File: config.mk
export PLATFORM = sky130hd
export DESIGN_NAME = conv_update_seq
export DESIGN_NICKNAME = d
export VERILOG_FILES = /design/src/rtl/conv_seq_pkg.sv /design/src/rtl/conv_seq_fsm.sv /design/src/rtl/conv_word_commit.sv /design/src/rtl/conv_update_seq.sv
export SDC_FILE = /design/constraint.sdc
export NUM_CORES = 1
export LEC_CHECK = 0
export BUFFER_PORTS_ARGS = -buffer_cell sky130_fd_sc_hd__buf_2
export CORE_AREA = 4 4 57 84
export CTS_CLUSTER_SIZE = 12
export DETAILED_ROUTE_END_ITERATION = 7
export DIE_AREA = 0 0 61 88
export PLACE_DENSITY = 0.8
export SYNTH_ARGS = -nofsm -noshare
export SYNTH_HDL_FRONTEND = slang
export SYNTH_SLANG_ARGS = --single-unit
File: constraint.sdc
create_clock -name clk -period 2.7 [get_ports clk]
set_input_delay 0.135 -clock clk [delete_from_list [all_inputs] [get_ports clk]]
set_output_delay 0.135 -clock clk [all_outputs]
set_load 0.03 [all_outputs]
File: src/rtl/conv_seq_pkg.sv
// Package: shared types and control-byte decoding for the converter
// register update sequencer.
package conv_seq_pkg;

    // Position of the control-byte fields
    localparam int CTRL_W      = 8;
    localparam int CTRL_BLK_HI = 7;
    localparam int CTRL_BLK_LO = 6;
    localparam int CTRL_MOD_HI = 5;
    localparam int CTRL_MOD_LO = 4;

    // Sequencer phase within a write transaction
    typedef enum logic [2:0] {
        PH_IDLE = 3'd0,   // no transaction open
        PH_CTRL = 3'd1,   // next byte is the control byte
        PH_HIGH = 3'd2,   // next byte is a high byte
        PH_LOW  = 3'd3,   // next byte is a low byte
        PH_ACK  = 3'd4    // word assembled, waiting for acknowledge edge
    } phase_t;

    // Register destination chosen by the control byte
    typedef enum logic [1:0] {
        LD_NONE = 2'd0,
        LD_TEMP = 2'd1,
        LD_BOTH = 2'd2
    } load_t;

    // Map a control byte to the load destination.
    function automatic load_t decode_load(input logic [CTRL_W-1:0] ctrl);
        load_t sel;
        if (ctrl[CTRL_BLK_HI] || ctrl[CTRL_BLK_LO]) begin
            sel = LD_NONE;
        end else begin
            case (ctrl[CTRL_MOD_HI:CTRL_MOD_LO])
                2'b00:   sel = LD_TEMP;
                2'b01:   sel = LD_BOTH;
                default: sel = LD_NONE;
            endcase
        end
        return sel;
    endfunction

endpackage

File: src/rtl/conv_seq_fsm.sv
// Module: conv_seq_fsm
// Tracks where the byte stream stands within a write transaction. It
// captures the control byte and the two halves of each word, and it raises
// commit_req when the acknowledge edge after a low byte arrives.
// Assumes: the receiver passes on only the bytes that follow a matched write
// address; the strobes last one cycle each; txn_start and txn_stop take
// priority over byte and acknowledge strobes in the same cycle.
module conv_seq_fsm
    import conv_seq_pkg::*;
#(
    parameter int BYTE_W = 8
) (
    input  logic                clk,
    input  logic                rst_n,
    input  logic [BYTE_W-1:0]   rx_byte,
    input  logic                rx_valid,
    input  logic                ack_fall,
    input  logic                txn_start,
    input  logic                txn_stop,
    output logic                commit_req,
    output logic [2*BYTE_W-1:0] word,
    output logic [CTRL_W-1:0]   ctrl
);

    localparam int WORD_W = 2 * BYTE_W;

    phase_t              phase_q, phase_d;
    logic [BYTE_W-1:0]   hi_q, lo_q;
    logic [CTRL_W-1:0]   ctrl_q;
    logic                take_ctrl, take_hi, take_lo, ack_hit;

    // Decode which capture happens this cycle
    always_comb begin
        take_ctrl = 1'b0;
        take_hi   = 1'b0;
        take_lo   = 1'b0;
        ack_hit   = 1'b0;
        if (!txn_start && !txn_stop) begin
            take_ctrl = rx_valid && (phase_q == PH_CTRL);
            take_hi   = rx_valid && (phase_q == PH_HIGH);
            take_lo   = rx_valid && (phase_q == PH_LOW);
            ack_hit   = ack_fall && (phase_q == PH_ACK);
        end
    end

    // Next phase of the transaction
    always_comb begin
        phase_d = phase_q;
        if (txn_start) begin
            phase_d = PH_CTRL;
        end else if (txn_stop) begin
            phase_d = PH_IDLE;
        end else begin
            case (phase_q)
                PH_CTRL: if (take_ctrl) phase_d = PH_HIGH;
                PH_HIGH: if (take_hi)   phase_d = PH_LOW;
                PH_LOW:  if (take_lo)   phase_d = PH_ACK;
                PH_ACK:  if (ack_hit)   phase_d = PH_HIGH;
                PH_IDLE: phase_d = PH_IDLE;
                default: phase_d = PH_IDLE;
            endcase
        end
    end

    // Phase register
    always_ff @(posedge clk) begin
        if (!rst_n) phase_q <= PH_IDLE;
        else        phase_q <= phase_d;
    end

    // Control byte register; it holds its value until a new control byte arrives
    always_ff @(posedge clk) begin
        if (!rst_n)         ctrl_q <= '0;
        else if (take_ctrl) ctrl_q <= rx_byte;
    end

    // High and low halves of the word being assembled
    always_ff @(posedge clk) begin
        if (!rst_n) begin
            hi_q <= '0;
            lo_q <= '0;
        end else begin
            if (take_hi) hi_q <= rx_byte;
            if (take_lo) lo_q <= rx_byte;
        end
    end

    assign commit_req = ack_hit;
    assign word       = {hi_q, lo_q};
    assign ctrl       = ctrl_q;

    // The wait-for-acknowledge phase is reached only through the low-byte phase
    AST_ACK_AFTER_LOW: assert property (@(posedge clk) disable iff (!rst_n)
        (phase_q == PH_ACK) |-> $past(phase_q == PH_LOW || phase_q == PH_ACK))
        else $error("AST_ACK_AFTER_LOW");

    // The phase register never holds an undefined code
    AST_PHASE_LEGAL: assert property (@(posedge clk) disable iff (!rst_n)
        phase_q inside {PH_IDLE, PH_CTRL, PH_HIGH, PH_LOW, PH_ACK})
        else $error("AST_PHASE_LEGAL");

    // After stop, nothing is pending
    AST_STOP_CLEARS: assert property (@(posedge clk) disable iff (!rst_n)
        (txn_stop && !txn_start) |=> (phase_q == PH_IDLE))
        else $error("AST_STOP_CLEARS");

    logic unused_w;
    assign unused_w = ^WORD_W;

endmodule

File: src/rtl/conv_word_commit.sv
// Module: conv_word_commit
// Holds the holding register and the output register. On a commit request
// it loads the assembled word into the destination chosen by the control
// byte, and it flags each output-register load with a one-cycle pulse.
// Assumes: commit_req lasts one cycle, and word and ctrl are stable in that cycle.
module conv_word_commit
    import conv_seq_pkg::*;
#(
    parameter int WORD_W = 16
) (
    input  logic              clk,
    input  logic              rst_n,
    input  logic              commit_req,
    input  logic [WORD_W-1:0] word,
    input  logic [CTRL_W-1:0] ctrl,
    output logic [WORD_W-1:0] tmp_word,
    output logic [WORD_W-1:0] out_word,
    output logic              upd_pulse
);

    load_t             sel;
    logic              ld_tmp, ld_out;
    logic [WORD_W-1:0] tmp_q, out_q;
    logic              pulse_q;

    // Choose the destination for this commit
    always_comb begin
        sel    = decode_load(ctrl);
        ld_tmp = commit_req && (sel == LD_TEMP || sel == LD_BOTH);
        ld_out = commit_req && (sel == LD_BOTH);
    end

    // Holding register
    always_ff @(posedge clk) begin
        if (!rst_n)      tmp_q <= '0;
        else if (ld_tmp) tmp_q <= word;
    end

    // Output register and its load pulse
    always_ff @(posedge clk) begin
        if (!rst_n) begin
            out_q   <= '0;
            pulse_q <= 1'b0;
        end else begin
            pulse_q <= ld_out;
            if (ld_out) out_q <= word;
        end
    end

    assign tmp_word  = tmp_q;
    assign out_word  = out_q;
    assign upd_pulse = pulse_q;

    // The output register moves only in a pulse cycle
    AST_OUT_NEEDS_PULSE: assert property (@(posedge clk) disable iff (!rst_n)
        !pulse_q |-> $stable(out_q))
        else $error("AST_OUT_NEEDS_PULSE");

    // A load of both registers leaves them equal
    AST_BOTH_MATCH: assert property (@(posedge clk) disable iff (!rst_n)
        pulse_q |-> (out_q == tmp_q))
        else $error("AST_BOTH_MATCH");

    // The pulse lasts one cycle (a new word needs at least three strobes)
    AST_PULSE_SINGLE: assert property (@(posedge clk) disable iff (!rst_n)
        pulse_q |=> !pulse_q)
        else $error("AST_PULSE_SINGLE");

    // Without a commit request the holding register keeps its value
    AST_TMP_ON_COMMIT: assert property (@(posedge clk) disable iff (!rst_n)
        !commit_req |=> $stable(tmp_q))
        else $error("AST_TMP_ON_COMMIT");

endmodule

File: src/rtl/conv_update_seq.sv
// Module: conv_update_seq (top)
// Converter register update sequencer. It joins the transaction tracker
// and the commit stage.
// Assumes: the byte receiver handles addressing and acknowledge generation.
module conv_update_seq
    import conv_seq_pkg::*;
#(
    parameter int BYTE_W = 8
) (
    input  logic                clk,
    input  logic                rst_n,
    input  logic [BYTE_W-1:0]   rx_byte,
    input  logic                rx_valid,
    input  logic                ack_fall,
    input  logic                txn_start,
    input  logic                txn_stop,
    output logic [2*BYTE_W-1:0] tmp_word,
    output logic [2*BYTE_W-1:0] out_word,
    output logic                upd_pulse
);

    localparam int WORD_W = 2 * BYTE_W;

    logic              commit_req;
    logic [WORD_W-1:0] word;
    logic [CTRL_W-1:0] ctrl;

    conv_seq_fsm #(.BYTE_W(BYTE_W)) u_fsm (
        .clk        (clk),
        .rst_n      (rst_n),
        .rx_byte    (rx_byte),
        .rx_valid   (rx_valid),
        .ack_fall   (ack_fall),
        .txn_start  (txn_start),
        .txn_stop   (txn_stop),
        .commit_req (commit_req),
        .word       (word),
        .ctrl       (ctrl)
    );

    conv_word_commit #(.WORD_W(WORD_W)) u_commit (
        .clk        (clk),
        .rst_n      (rst_n),
        .commit_req (commit_req),
        .word       (word),
        .ctrl       (ctrl),
        .tmp_word   (tmp_word),
        .out_word   (out_word),
        .upd_pulse  (upd_pulse)
    );

    // The holding register changes only in the cycle after an acknowledge edge
    AST_TMP_AFTER_ACK: assert property (@(posedge clk) disable iff (!rst_n)
        !$past(ack_fall) |-> $stable(tmp_word))
        else $error("AST_TMP_AFTER_ACK");

endmodule

# Word level (Yosys, flattened, before mapping)
# Cells that the tools add are included.
# word_totals
input_bits	14
word_cells	52
ff_bits	60
output_inout_bits	33
# classes
mux	13
n_reduce_logical	15
n_eq_ne	15
n_bitwise	1
# ops
cell	n
$ne A4 B3 Y1 const B	4
$mux W3	4
$pmux W3 S4	1
$ne A2 B1 Y1 const B	4
$reduce_and A4 Y1	2
$logic_and A1 B1 Y1	7
$eq A3 B2 Y1 const B	2
$mux W1	6
$eq A2 B1 Y1 const B	2
$pmux W2 S2	1
$eq A3 B1 Y1 const B	1
$eq A3 B3 Y1 const B	1
$reduce_or A3 Y1	1
$eq A2 B2 Y1 const B	1
$logic_not A1 Y1	2
$logic_not A2 Y1	1
$logic_or A1 B1 Y1	2
$mux W2	1
$not A1 Y1	1

# Logic depth before layout (Yosys ltp)
# Gate-level depths: netlist (run 1).
# depth
ltp_word	7
ltp_mapped	6

# By module
# A second synthesis (run 1) with hierarchy kept.
# unflattened
hier_cells	236
hier_area_um2	2363.5
# modules_own_cells
module	cells_per_inst	instances	area_per_inst_um2
conv_word_commit	128	1	1293.7
conv_seq_fsm	108	1	1069.8

# Least setup slack after synthesis (run 1)
# No wires, ideal clock.
# synth_path
path_kind	flip-flop to flip-flop
startpoint	register u_fsm.ctrl_q[4] (netlist: u_fsm.ctrl[4])
endpoint	register u_commit.tmp_q[10] (netlist: u_commit.tmp_word[10])
stages_incl_launch_ff	7
n_path_buf	2
setup_slack_ns	0.903
t_arrival_ns	1.677
setup_ns	0.120
cell_sequence	dfxtp_1 -> or4_1 -> ha_1 -> nand4b_1 -> buf_4 -> buf_6 -> mux2i_1
# synth_via
elab_chain_cells	6
# synth_lines
item	line	source
start: declaration	conv_seq_fsm.sv:29	logic [CTRL_W-1:0] ctrl_q;
start signal: assignment	conv_seq_fsm.sv:74	else if (take_ctrl) ctrl_q <= rx_byte;
$eq A2 B1 Y1 / $logic_not A2 Y1 (equally long branches)	conv_seq_pkg.sv:34	case (ctrl[CTRL_MOD_HI:CTRL_MOD_LO])
$pmux W2 S2 (*)	conv_seq_pkg.sv:34	
$mux W2 (*)	conv_seq_pkg.sv:31	if (ctrl[CTRL_BLK_HI] || ctrl[CTRL_BLK_LO]) begin
$eq A2 B1 Y1 / $eq A2 B2 Y1 (equally long branches)	conv_word_commit.sv:29	ld_tmp = commit_req && (sel == LD_TEMP || sel == LD_BOTH);
$logic_or A1 B1 Y1 (*)	conv_word_commit.sv:29	
$logic_and A1 B1 Y1 (*)	conv_word_commit.sv:29	
end signal: assignment	conv_word_commit.sv:36	else if (ld_tmp) tmp_q <= word;
end: declaration	conv_word_commit.sv:23	logic [WORD_W-1:0] tmp_q, out_q;
# Mark *: on every way between the ends. The rest lies on a longest branch, timed or not.
# A chain may end at the register's enable or synchronous reset.

# Final worst setup path (run 1)
# layout_path
startpoint	register u_fsm.ctrl_q[4] (netlist: u_fsm.ctrl[4])
endpoint	register u_commit.tmp_q[12] (netlist: u_commit.tmp_word[12])
# The elaborated chain is that of the path after synthesis.

==> results of run 1 <==
==> flip-flops by register name (all words and copies together) (netlist names) <==
| name | count |
|---|---|
| u_commit.out_word | 16 |
| u_commit.tmp_word | 16 |
| u_commit.upd_pulse | 1 |
| u_fsm.ctrl | 4 |
| u_fsm.hi_q | 8 |
| u_fsm.lo_q | 8 |
| u_fsm.phase_q | 3 |
==> power groups by stage <==
stage / logic (mW) / registers (mW) / clock network (mW)
2_1_floorplan: 0.0313 / 0.849 / 0
3_3_place_gp: 0.0507 / 0.849 / 0
3_5_place_dp: 0.0514 / 0.850 / 0
4_1_cts: 0.0517 / 0.830 / 0.480
5_1_grt: 0.0573 / 0.831 / 0.513
6_report: 0.0519 / 0.830 / 0.472
==> metrics by stage <==
step                      std cells  hold WS, ns  area, um2  power [mW]
final                           329       0.0982       2550        1.35
after CTS                       329       0.0912       2550        1.36
after detailed placement        322        0.413       2450       0.901
after global placement          322        0.408       2450       0.900
after floorplan                 246        0.264       2240       0.880
after global routing            329        0.102       2550        1.40
==> cell type report <==
type | instances | area, um2 | share of cell area, %
Sequential cell | 56 | 1120 | 44.0
Timing Repair Buffer | 50 | 260 | 10.2
Clock buffer | 7 | 96.3 | 3.78
Multi-Input combinational cell | 167 | 998 | 39.2
Inverter | 4 | 15.0 | 0.589
Tap cell | 45 | 56.3 | 2.21
==> per-layer routing <==
metal  vias to the layer above  wire length (um)  track usage [%]
met2                        50              2260             31.3
li1                        914                 -                -
met4                         0                74             7.30
met1                       818              1970             23.3
met3                         6               267             4.57
met5                         -                 0                0
==> worst max-delay path, cell delays in order (launching register included) <==
cell and delay, ns:
dfxtp_1 0.33, or4_1 0.52, ha_1 0.30, nand4b_1 0.17, buf_4 0.25, mux2i_1 0.15
==> worst max path at each step <==
stage / cells after the start / slack (ns) / startpoint / end
6_report: 5 / 0.87 / u_fsm.ctrl[4] / u_commit.tmp_word[12]
5_1_grt: 5 / 0.79 / u_fsm.ctrl[4] / u_commit.tmp_word[7]
4_1_cts: 5 / 0.88 / u_fsm.ctrl[4] / u_commit.tmp_word[7]
3_5_place_dp: 5 / 0.89 / u_fsm.ctrl[4] / u_commit.tmp_word[7]
3_3_place_gp: 5 / 0.93 / u_fsm.ctrl[4] / u_commit.tmp_word[0]
2_1_floorplan: 6 / 0.90 / u_fsm.ctrl[4] / u_commit.tmp_word[10]
==> cells by family (layout without fill, tap and decap cells) <==
kind of cell / count (synthesis) / after routing
buffers and inverters: 23 / 61
AOI/OAI and AO/OA: 45 / 45
DFF: 56 / 56
adders and majority gates: 1 / 1
and+or+nand+nor: 89 / 89
muxes: 32 / 32
==> cells in the final DEF (no fill, tap or decap), types with 2 or more instances in the layout <==
cell and instances:
nand2b_1 3, dfxtp_1 56, clkbuf_8 7, nor2_1 3
buf_2 46, o21ai_1 20, mux2i_1 32, a21oi_1 21
nand3_1 21, buf_4 4, inv_1 4, nor2b_1 2
nand2_1 51
==> impl_table.tex, run 1 <==
\begin{tabular}{lr}
\hline
Metric & Value \\
\hline
\multicolumn{2}{l}{\textbf{Clock tree}} \\
Number of sinks handled by clock tree synthesis & 56 \\
Maximum root-to-sink buffer count & 2 \\
Number of hold buffers added after cts & 0 \\
Latest clock arrival within the worst-skew pair & 0.30 ns \\
Register clock-pin slew on the reported worst setup and hold paths & 0.09 ns \\
TritonCTS clock tree & built \\
CTS Buf Count & 5 \\
Clock root buffer master & clkbuf\_8 \\
Maximum level of the CTS H-tree & 2 \\
Post-CTS repair timing setup buffer count & 0 \\
Quantity of gates resized following cts & 0 \\
\multicolumn{2}{l}{\textbf{Synthesis}} \\
Simple-Gate Fraction of Synth Area & between 10\% and 20\% \\
Compound-cell area share of the yosys netlist & 10.6\% \\
Portion of netlist area occupied by mux cells & 14.3\% \\
Total of warnings raised by yosys & 0 \\
Area share of the largest cell type after synthesis & between 50 and 60\% \\
Mapped Area & 2240 um2 \\
Number of register bits inferred by synthesis & 56 \\
Most instantiated library cell after synthesis & dfxtp\_1 \\
Mapped Nets & 261 \\
Adder-cell area share of the yosys netlist & 0.560\% \\
Synth Flop Type & dfxtp\_1 \\
Xor/xnor share of the synthesized area & 0\% \\
Gate count after technology mapping & 246 \\
Largest family of logic cells by synthesized area & simple AND/OR/NAND/NOR gates \\
Yosys cell types & 28 \\
Avg Synthesized Cell Area & 9.09 um2 \\
Sequential share of the synthesized area & 50.1\% \\
Dominant cells by area after synthesis & dfxtp\_1, mux2i\_1, nand2\_1 \\
Asr flop ratio synth & 0\% \\
Most frequent cells after synthesis & dfxtp\_1, nand2\_1, mux2i\_1, a21oi\_1, nand3\_1 \\
Library cell occupying the most area in the post-synthesis netlist & dfxtp\_1 \\
Number of enable flip-flop cells after synthesis & 0 \\
\multicolumn{2}{l}{\textbf{Timing}} \\
Count of final setup violators & 0 \\
Final critical delay including setup and external delays & 1.83 ns \\
Unrepaired setup endpoints after global routing & no \\
Pin slew with the least headroom to its limit & about 0.67 ns \\
Final period util & 67.8\% \\
Maximum clock skew at final layout & 0.00421 ns \\
Relative slew slack & 55.6\% \\
Max Freq & about 550 MHz \\
Number of max-slew violations in the final report & 0 \\
Final worst slack & 0.870 ns \\
Setup TNS Final & 0 ns \\
Count of final hold-check violations & 0 \\
\multicolumn{2}{l}{\textbf{Power and ir drop}} \\
Cell Pwr Density & between 500 and 600 nW/um2 \\
Seq pwr share & 61.3\% \\
IR Drop Worst-Case VDD & 588 uV \\
NetSw & 0.284 mW \\
Switching power share of the total & 20.9\% \\
Static leakage & 1.20 nW \\
Design internal power & 1.07 mW \\
Share of power burned in combinational logic & under 10\% \\
Portion of total power attributed to the clock network & 34.8\% \\
\multicolumn{2}{l}{\textbf{Setup path}} \\
Startpoint type of the worst setup path & register \\
Maximum fanout encountered on the critical timing path & 16 \\
Worst Reg2Reg Path Length in Cells & 5 \\
Worst Path Class, Setup & reg2reg \\
Worst R2R Setup Slack & around 0.87 ns \\
Required time of the critical path & between 2 and 3 ns \\
Crit path DAT & about 2.0 ns \\
Crit. End Element & register \\
Reg2reg start & u\_fsm.ctrl[4] \\
Worst R2R End & u\_commit.tmp\_word[12] \\
\multicolumn{2}{l}{\textbf{Drt}} \\
Vias per cell & 5.43 \\
Total via count after detailed routing & 1788 \\
Drc violations & 0 \\
Total wirelength of the detailed-routed design & 4.57 mm \\
Final antenna-violating net count & 0 \\
First DRT Iteration DRCs & 77 \\
Routed WL per cell & 13.9 um \\
Detailed-router iteration count before antenna repair & 4 \\
\multicolumn{2}{l}{\textbf{Placed design}} \\
Dpl hpwl & 3.34 mm \\
Post-place setup slack & between 0.8 and 0.9 ns \\
IO buf count & 46 \\
Final weighted congestion of routability-driven global placement & 0.881 \\
\multicolumn{2}{l}{\textbf{Global route}} \\
Global routing usage summed across all routing layers & around a fifth \\
Number of global-route vias before repair & 1662 \\
Remaining Overflow, GRT & 0 \\
Maximum number of pins on one net before global-route repair & 39 \\
Global-route wire length before repair & 7.73 mm \\
Antenna violations before repair & 0 \\
\multicolumn{2}{l}{\textbf{Floorplan}} \\
CORE AREA & 3990 um2 \\
Number of placement rows & 28 \\
Die height & 88 um \\
Starting utilization of the core area & 56.0\% \\
Full die area & between 5000 and 6000 um2 \\
Horizontal die dimension & 61 um \\
Boundary pin count & 47 \\
\multicolumn{2}{l}{\textbf{Min path}} \\
HP Class & in2reg \\
Number of cells traversed by the worst hold path & 3 \\
Worst min-delay path startpoint & txn\_start \\
Worst-case hold path end point & u\_fsm.phase\_q[0] \\
\multicolumn{2}{l}{\textbf{Layout}} \\
Number of fillers in the final layout & 360 \\
Syn-to-layout area delta & 13.9\% \\
Layout cells sized above 1 & 20.8\% \\
Diode insertion count for antenna repair & 0 \\
Final Util & 63.8\% \\
NumNets Final & 299 \\
\multicolumn{2}{l}{\textbf{Job}} \\
Reported max-cap violation count & 0 \\
\multicolumn{2}{l}{\textbf{Run status}} \\
Run status & complete, no violations \\
\hline
\end{tabular}
No activity file was read; power rests on OpenSTA's default activity.
==> run 2, diff against run 1 <==
--- a/config.mk
+++ b/config.mk
@@ -6,11 +6,11 @@
 export NUM_CORES = 1
 export LEC_CHECK = 0
 export BUFFER_PORTS_ARGS = -buffer_cell sky130_fd_sc_hd__buf_2
-export CORE_AREA = 4 4 57 84
+export CORE_AREA = 4 4 59 87
 export CTS_CLUSTER_SIZE = 12
 export DETAILED_ROUTE_END_ITERATION = 7
-export DIE_AREA = 0 0 61 88
-export PLACE_DENSITY = 0.8
+export DIE_AREA = 0 0 63 91
+export PLACE_DENSITY = 0.75
 export SYNTH_ARGS = -nofsm -noshare
 export SYNTH_HDL_FRONTEND = slang
 export SYNTH_SLANG_ARGS = --single-unit
==> constraint.sdc (replaced) <==
create_clock -name clk -period 1.75 [get_ports clk]
set_input_delay 0.0875 -clock clk [delete_from_list [all_inputs] [get_ports clk]]
set_output_delay 0.0875 -clock clk [all_outputs]
set_load 0.03 [all_outputs]
==> run 2 against run 1 <==
Fmax up 0.87%. Critical path depth unchanged. Worst hold slack worse by 0.054 ns. First-iteration DRC count up 53%. The flow now finishes with violations (setup timing). Non-clock buffer count up 4. Flip-flop and latch count unchanged. Final cell count up 1.8%. Combinational power up 62%. Clock skew up 0.0017 ns. Clock power up 48%.
==> impl_table.tex, run 2 (synthesis gave the netlist of run 1 again) <==
\begin{tabular}{lr}
\hline
Metric & Value \\
\hline
\multicolumn{2}{l}{\textbf{Run status}} \\
Run status & finished, violations left (was complete, no violations) \\
Violations in the final reports & setup timing \\
\multicolumn{2}{l}{\textbf{Global route}} \\
Global routing usage summed across all routing layers & 17.0\% (was 18.9\%) \\
Maximum number of pins on one net before global-route repair & 25 (was 39) \\
Global-route wire length before repair & 7.98 mm (was 7.73 mm) \\
Remaining Overflow, GRT & 0 (unchanged) \\
Antenna violations before repair & 0 (unchanged) \\
Number of global-route vias before repair & 1755 (was 1662) \\
\multicolumn{2}{l}{\textbf{Drt}} \\
Uppermost layer routed & met4 (unchanged) \\
Total wirelength of the detailed-routed design & 4.64 mm (was 4.57 mm) \\
Total via count after detailed routing & 1837 (was 1788) \\
Final antenna-violating net count & 0 (unchanged) \\
Vias per cell & 5.48 (was 5.43) \\
Routed WL per cell & 13.8 um (was 13.9 um) \\
First DRT Iteration DRCs & 118 (was 77) \\
Met1 wire length & 1.96 mm (was 1.97 mm) \\
Routed length on met2 & 2.29 mm (was 2.26 mm) \\
Drc violations & 0 (unchanged) \\
Met3 routed wirelength & 299 um (was 267 um) \\
Detailed-router iteration count before antenna repair & 4 (unchanged) \\
\multicolumn{2}{l}{\textbf{Floorplan}} \\
Full die area & 5730 um2 (was 5370 um2) \\
Starting utilization of the core area & 51.8\% (was 56.0\%) \\
Die height & 91 um (was 88 um) \\
Horizontal die dimension & 63 um (was 61 um) \\
CORE AREA & 4320 um2 (was 3990 um2) \\
Boundary pin count & 47 (unchanged) \\
Number of placement rows & 29 (was 28) \\
\multicolumn{2}{l}{\textbf{Placed design}} \\
Dpl hpwl & 3.37 mm (was 3.34 mm) \\
Final weighted congestion of routability-driven global placement & 0.823 (was 0.881) \\
IO buf count & 46 (unchanged) \\
Area after detailed placement & 2510 um2 (was 2450 um2) \\
Post-place setup slack & -0.0428 ns (was 0.887 ns) \\
\multicolumn{2}{l}{\textbf{Timing}} \\
Relative slew slack & 55.5\% (was 55.6\%) \\
Final worst slack & -0.0643 ns (was 0.870 ns) \\
Number of max-slew violations in the final report & 0 (unchanged) \\
Setup TNS Final & -0.645 ns (was 0 ns) \\
Final period util & 104\% (was 67.8\%) \\
Count of final hold-check violations & 0 (unchanged) \\
Max Freq & 551 MHz (was 546 MHz) \\
Unrepaired setup endpoints after global routing & yes (was no) \\
Final critical delay including setup and external delays & 1.81 ns (was 1.83 ns) \\
Maximum clock skew at final layout & 0.00588 ns (was 0.00421 ns) \\
Count of final setup violators & 16 (was 0) \\
Pin slew with the least headroom to its limit & 0.667 ns (was 0.666 ns) \\
\multicolumn{2}{l}{\textbf{Setup path}} \\
Crit path DAT & 2.04 ns (was 2.01 ns) \\
Crit. End Element & register (unchanged) \\
Worst R2R Setup Slack & -0.06 ns (was 0.87 ns) \\
Startpoint type of the worst setup path & register (unchanged) \\
Worst Path Class, Setup & reg2reg (unchanged) \\
Required time of the critical path & 1.97 ns (was 2.88 ns) \\
Maximum fanout encountered on the critical timing path & 16 (unchanged) \\
\multicolumn{2}{l}{\textbf{Layout}} \\
Final Cell Area & 2600 um2 (was 2550 um2) \\
Area used by multi-input combinational logic & 998 um2 (unchanged) \\
NumNets Final & 303 (was 299) \\
Diode insertion count for antenna repair & 0 (unchanged) \\
Commonest non-fill, non-tap cell in the layout & dfxtp\_1 (unchanged) \\
Storage element area & 1120 um2 (unchanged) \\
Layout cells sized above 1 & 21.5\% (was 20.8\%) \\
Most frequent cells in the layout & dfxtp\_1, nand2\_1, buf\_2 (unchanged) \\
Syn-to-layout area delta & 16.2\% (was 13.9\%) \\
Number of fillers in the final layout & 395 (was 360) \\
\multicolumn{2}{l}{\textbf{Min path}} \\
HP Class & in2reg (unchanged) \\
\multicolumn{2}{l}{\textbf{Clock tree}} \\
Number of sinks handled by clock tree synthesis & 56 (unchanged) \\
Register clock-pin slew on the reported worst setup and hold paths & 0.09 ns (about the same) \\
Latest clock arrival within the worst-skew pair & 0.30 ns (about the same) \\
Clock root buffer master & clkbuf\_8 (unchanged) \\
Maximum root-to-sink buffer count & 2 (unchanged) \\
Post-CTS repair timing setup buffer count & 0 (unchanged) \\
TritonCTS clock tree & built (unchanged) \\
CTS Buf Count & 5 (unchanged) \\
Maximum level of the CTS H-tree & 2 (unchanged) \\
\multicolumn{2}{l}{\textbf{Job}} \\
Reported max-cap violation count & 0 (unchanged) \\
\multicolumn{2}{l}{\textbf{Power and ir drop}} \\
Cell Pwr Density & 795 nW/um2 (was 532 nW/um2) \\
Static leakage & 1.23 nW (was 1.20 nW) \\
IR Drop Worst-Case VDD & 543 uV (was 588 uV) \\
\hline
\end{tabular}
## run 2: power breakdown
group | switching [mW] | total [mW] | internal [mW]
Sequential | 0.00502 | 1.28 | 1.28
Clock | 0.376 | 0.699 | 0.323
Combinational | 0.0578 | 0.0840 | 0.0262
Total | 0.438 | 2.06 | 1.63
## run 2: path summary, 6_finish.rpt
check             cells after the start              endpoint                 start
setup / recovery                      5  u_commit.tmp_word[7]         u_fsm.ctrl[4]
hold / removal                        3      u_fsm.phase_q[0]             txn_start
setup reg to reg                      5  u_commit.tmp_word[7]         u_fsm.ctrl[4]
hold reg to reg                       2  u_commit.out_word[7]  u_commit.out_word[7]
## run 2: final cells by class
| type | count | share of cell area, % |
|---|---|---|
| multi-input combinational | 167 | 38.4 |
| timing repair buffer | 54 | 12.1 |
| sequential | 56 | 43.2 |
| inverter | 4 | 0.578 |
| clock buffer | 8 | 3.47 |
| tap | 46 | 2.22 |
## run 2: metal layers
layer  up-vias  global-route usage (%)
met5         -                       0
met4         0                    6.81
met3         8                    3.21
met2        52                    30.0
met1       853                    20.0
li1        924                       -
## run 2: metrics by stage
step / util, % / cells / hold WS, ns / power, mW
2_1_floorplan: - / 246 / 0.217 / 1.36
3_5_place_dp: 58.1 / 327 / 0.365 / 1.39
3_3_place_gp: 58.1 / 327 / 0.361 / 1.39
5_1_grt: 60.2 / 335 / 0.0524 / 2.15
4_1_cts: 60.2 / 335 / 0.0450 / 2.08
6_report: 60.2 / 335 / 0.0440 / 2.06
## run 2: critical path, stage by stage, from the launching register on
cell and delay [ns]:
dfxtp_1 0.32, or4_1 0.52, ha_1 0.29, nand4b_1 0.22, buf_12 0.21, mux2i_1 0.17
## run 2: repair_timing
| action | CTS | global route |
|---|---|---|
| resized for setup | 0 | 0 |
| hold buffers | 0 | 0 |
| setup endpoints to repair | 16 | 16 |
| cloned | 0 | 0 |
==> run 3, diff against run 2 <==
--- a/config.mk
+++ b/config.mk
@@ -6,11 +6,13 @@
 export NUM_CORES = 1
 export LEC_CHECK = 0
 export BUFFER_PORTS_ARGS = -buffer_cell sky130_fd_sc_hd__buf_2
-export CORE_AREA = 4 4 59 87
+export CAP_MARGIN = 40
+export CORE_AREA = 4 4 60 89
 export CTS_CLUSTER_SIZE = 12
 export DETAILED_ROUTE_END_ITERATION = 7
-export DIE_AREA = 0 0 63 91
+export DIE_AREA = 0 0 64 93
 export PLACE_DENSITY = 0.75
 export SYNTH_ARGS = -nofsm -noshare
 export SYNTH_HDL_FRONTEND = slang
+export SYNTH_HIERARCHICAL = 1
 export SYNTH_SLANG_ARGS = --single-unit
==> run 3 against run 2 <==
Utilization is 2.0 points lower. Fmax is 7.2% higher. Combinational power decreased by 8.5%. Flip-flop and latch count unchanged. Clock skew down 0.00057 ns. The flow now finishes without violations. Sequential share of layout area decreased by 0.69 points. Global-route usage shrank 1.7 points. Non-clock buffer count fell by 1. Setup slack improved by 0.12 ns. Clock power grew 19%. Worst hold slack worse by 0.012 ns.
==> impl_table.tex, run 3 <==
\begin{tabular}{lr}
\hline
Metric & Value \\
\hline
\multicolumn{2}{l}{\textbf{Layout}} \\
Most frequent cells in the layout & nand2\_1, dfxtp\_1, mux2i\_1 (was dfxtp\_1, nand2\_1, buf\_2) \\
Diode insertion count for antenna repair & 0 (unchanged) \\
Final Cell Area & 2640 um2 (was 2600 um2) \\
NumNets Final & 284 (was 303) \\
Layout cells sized above 1 & 25.2\% (was 21.5\%) \\
Syn-to-layout area delta & 18.6\% (was 16.2\%) \\
Commonest non-fill, non-tap cell in the layout & nand2\_1 (was dfxtp\_1) \\
Final instance count without filler cells & 334 (was 335) \\
\multicolumn{2}{l}{\textbf{Setup path}} \\
Startpoint type of the worst setup path & register (unchanged) \\
Crit path DAT & 1.93 ns (was 2.04 ns) \\
Cell Chain, Critical Path & or4\_1, ha\_1, nand2b\_4, clkbuf\_16, mux2i\_1 (was or4\_1, ha\_1, nand4b\_1, buf\_12, mux2i\_1) \\
Required time of the critical path & 1.99 ns (was 1.97 ns) \\
Maximum fanout encountered on the critical timing path & 8 (was 16) \\
Worst Path Class, Setup & reg2reg (unchanged) \\
Cell type of the slowest stage on the worst timing path & or4\_1 (unchanged) \\
CP top delay family & simple AND/OR/NAND/NOR gates (unchanged) \\
Number of buffers and inverters on the critical path & 1 (unchanged) \\
Peak per-stage delay on the critical path & 0.52 ns (about the same) \\
Crit. End Element & register (unchanged) \\
\multicolumn{2}{l}{\textbf{Placed design}} \\
IO buf count & 46 (unchanged) \\
Cell total after placement & 322 (was 327) \\
Final weighted congestion of routability-driven global placement & 0.704 (was 0.823) \\
Dpl hpwl & 3.08 mm (was 3.37 mm) \\
Area after detailed placement & 2470 um2 (was 2510 um2) \\
\multicolumn{2}{l}{\textbf{Timing}} \\
Final critical delay including setup and external delays & 1.69 ns (was 1.81 ns) \\
Count of final hold-check violations & 0 (unchanged) \\
Maximum clock skew at final layout & 0.00530 ns (was 0.00588 ns) \\
Pin slew with the least headroom to its limit & 0.687 ns (was 0.667 ns) \\
Max Freq & 591 MHz (was 551 MHz) \\
Relative slew slack & 54.1\% (was 55.5\%) \\
Setup TNS Final & 0 ns (was -0.645 ns) \\
Final period util & 96.7\% (was 104\%) \\
Count of final setup violators & 0 (was 16) \\
Number of max-slew violations in the final report & 0 (unchanged) \\
\multicolumn{2}{l}{\textbf{Clock tree}} \\
Register clock-pin slew on the reported worst setup and hold paths & 0.09 ns (about the same) \\
TritonCTS clock tree & built (unchanged) \\
Clock root buffer master & clkbuf\_8 (unchanged) \\
CTS Buf Count & 5 (unchanged) \\
Latest clock arrival within the worst-skew pair & 0.30 ns (about the same) \\
Maximum root-to-sink buffer count & 2 (unchanged) \\
Maximum level of the CTS H-tree & 2 (unchanged) \\
Number of hold buffers added after cts & 0 (unchanged) \\
Number of sinks handled by clock tree synthesis & 56 (unchanged) \\
\multicolumn{2}{l}{\textbf{Synthesis}} \\
Avg Synthesized Cell Area & 9.95 um2 (was 9.09 um2) \\
Gate count after technology mapping & 224 (was 246) \\
Mapped Nets & 239 (was 261) \\
Total of warnings raised by yosys & 6 (was 0) \\
Mapped Area & 2230 um2 (was 2240 um2) \\
\multicolumn{2}{l}{\textbf{Floorplan}} \\
Boundary pin count & 47 (unchanged) \\
Full die area & 5950 um2 (was 5730 um2) \\
Die height & 93 um (was 91 um) \\
Number of placement rows & 30 (was 29) \\
Starting utilization of the core area & 49.1\% (was 51.8\%) \\
Horizontal die dimension & 64 um (was 63 um) \\
CORE AREA & 4540 um2 (was 4320 um2) \\
\multicolumn{2}{l}{\textbf{Min path}} \\
HP Class & in2reg (unchanged) \\
\multicolumn{2}{l}{\textbf{Power and ir drop}} \\
Seq pwr share & 58.5\% (was 62.1\%) \\
Cell Pwr Density & 827 nW/um2 (was 795 nW/um2) \\
Share of power burned in combinational logic & 3.5\% (was 4.1\%) \\
NetSw & 0.455 mW (was 0.438 mW) \\
Portion of total power attributed to the clock network & 37.9\% (was 33.9\%) \\
Switching power share of the total & 20.8\% (was 21.2\%) \\
Static leakage & 1.31 nW (was 1.23 nW) \\
Total power & 2.18 mW (was 2.06 mW) \\
Design internal power & 1.73 mW (was 1.63 mW) \\
IR Drop Worst-Case VDD & 471 uV (was 543 uV) \\
\multicolumn{2}{l}{\textbf{Drt}} \\
First DRT Iteration DRCs & 75 (was 118) \\
Total wirelength of the detailed-routed design & 4.37 mm (was 4.64 mm) \\
Detailed-router iteration count before antenna repair & 4 (unchanged) \\
Routed WL per cell & 13.1 um (was 13.8 um) \\
Vias per cell & 4.88 (was 5.48) \\
Drc violations & 0 (unchanged) \\
Total via count after detailed routing & 1631 (was 1837) \\
Final antenna-violating net count & 0 (unchanged) \\
\multicolumn{2}{l}{\textbf{Run status}} \\
Run status & complete, no violations (was finished, violations left) \\
\multicolumn{2}{l}{\textbf{Global route}} \\
Remaining Overflow, GRT & 0 (unchanged) \\
Global-route wire length before repair & 7.24 mm (was 7.98 mm) \\
Global routing usage summed across all routing layers & 15.4\% (was 17.0\%) \\
Maximum number of pins on one net before global-route repair & 37 (was 25) \\
Antenna violations before repair & 0 (unchanged) \\
Number of global-route vias before repair & 1589 (was 1755) \\
\multicolumn{2}{l}{\textbf{Job}} \\
Reported max-cap violation count & 0 (unchanged) \\
\hline
\end{tabular}
## run 3: power groups by stage
stage	Clock [mW]	Combinational [mW]	Sequential, mW
after global placement	0	0.0758	1.31
after floorplan	0	0.0469	1.31
after CTS	0.842	0.0757	1.28
after detailed placement	0	0.0756	1.31
after global routing	0.906	0.0854	1.28
final	0.829	0.0769	1.28
## run 3: layout make-up
type | count | area (um2)
Clock buffer | 6 | 72.6
Tap cell | 64 | 80.1
Clock inverter | 2 | 35.0
Multi-Input combinational cell | 151 | 987
Timing Repair Buffer | 53 | 338
Fill cell | 423 | 1900
Sequential cell | 56 | 1120
Inverter | 2 | 7.51
## run 3: worst register-to-register path, cell delays in order (launching register included)
cell and delay [ns]:
dfxtp_2 0.33, or4_1 0.52, ha_1 0.29, nand2b_4 0.15, clkbuf_16 0.17, mux2i_1 0.18
## run 3: timing repair
action	CTS	global route
gates resized for setup	0	3
setup endpoints to repair	0	16
buffers inserted	0	3
## run 3: worst paths after layout
check	start	end	slack, ns	depth (start not counted)
setup / recovery	u_fsm/ctrl[4]	u_commit/tmp_word[2]	0.06	5
hold / removal	txn_start	u_fsm/phase_q[0]	0.03	2
setup reg to reg	u_fsm/ctrl[4]	u_commit/tmp_word[2]	0.06	5
hold reg to reg	u_commit/out_word[0]	u_commit/out_word[0]	0.46	2
## run 3: metal layers
layer	GRT usage, %	vias up	part of all wire [%]
met2	25.8	47	48
met5	0	-	0
li1	-	830	-
met1	18.3	745	44
met3	3.37	9	5.2
met4	7.57	0	2.5
## run 3: metrics by stage
stage	setup slack, ns	hold slack, ns	utilization, %
floorplan	0.0126	0.212	-
global placement	0.0666	0.344	54.3
detailed placement	0.0386	0.351	54.3
CTS	0.0232	0.0295	56.7
global route	-0.000179	0.0335	58.2
finish	0.0576	0.0323	58.2
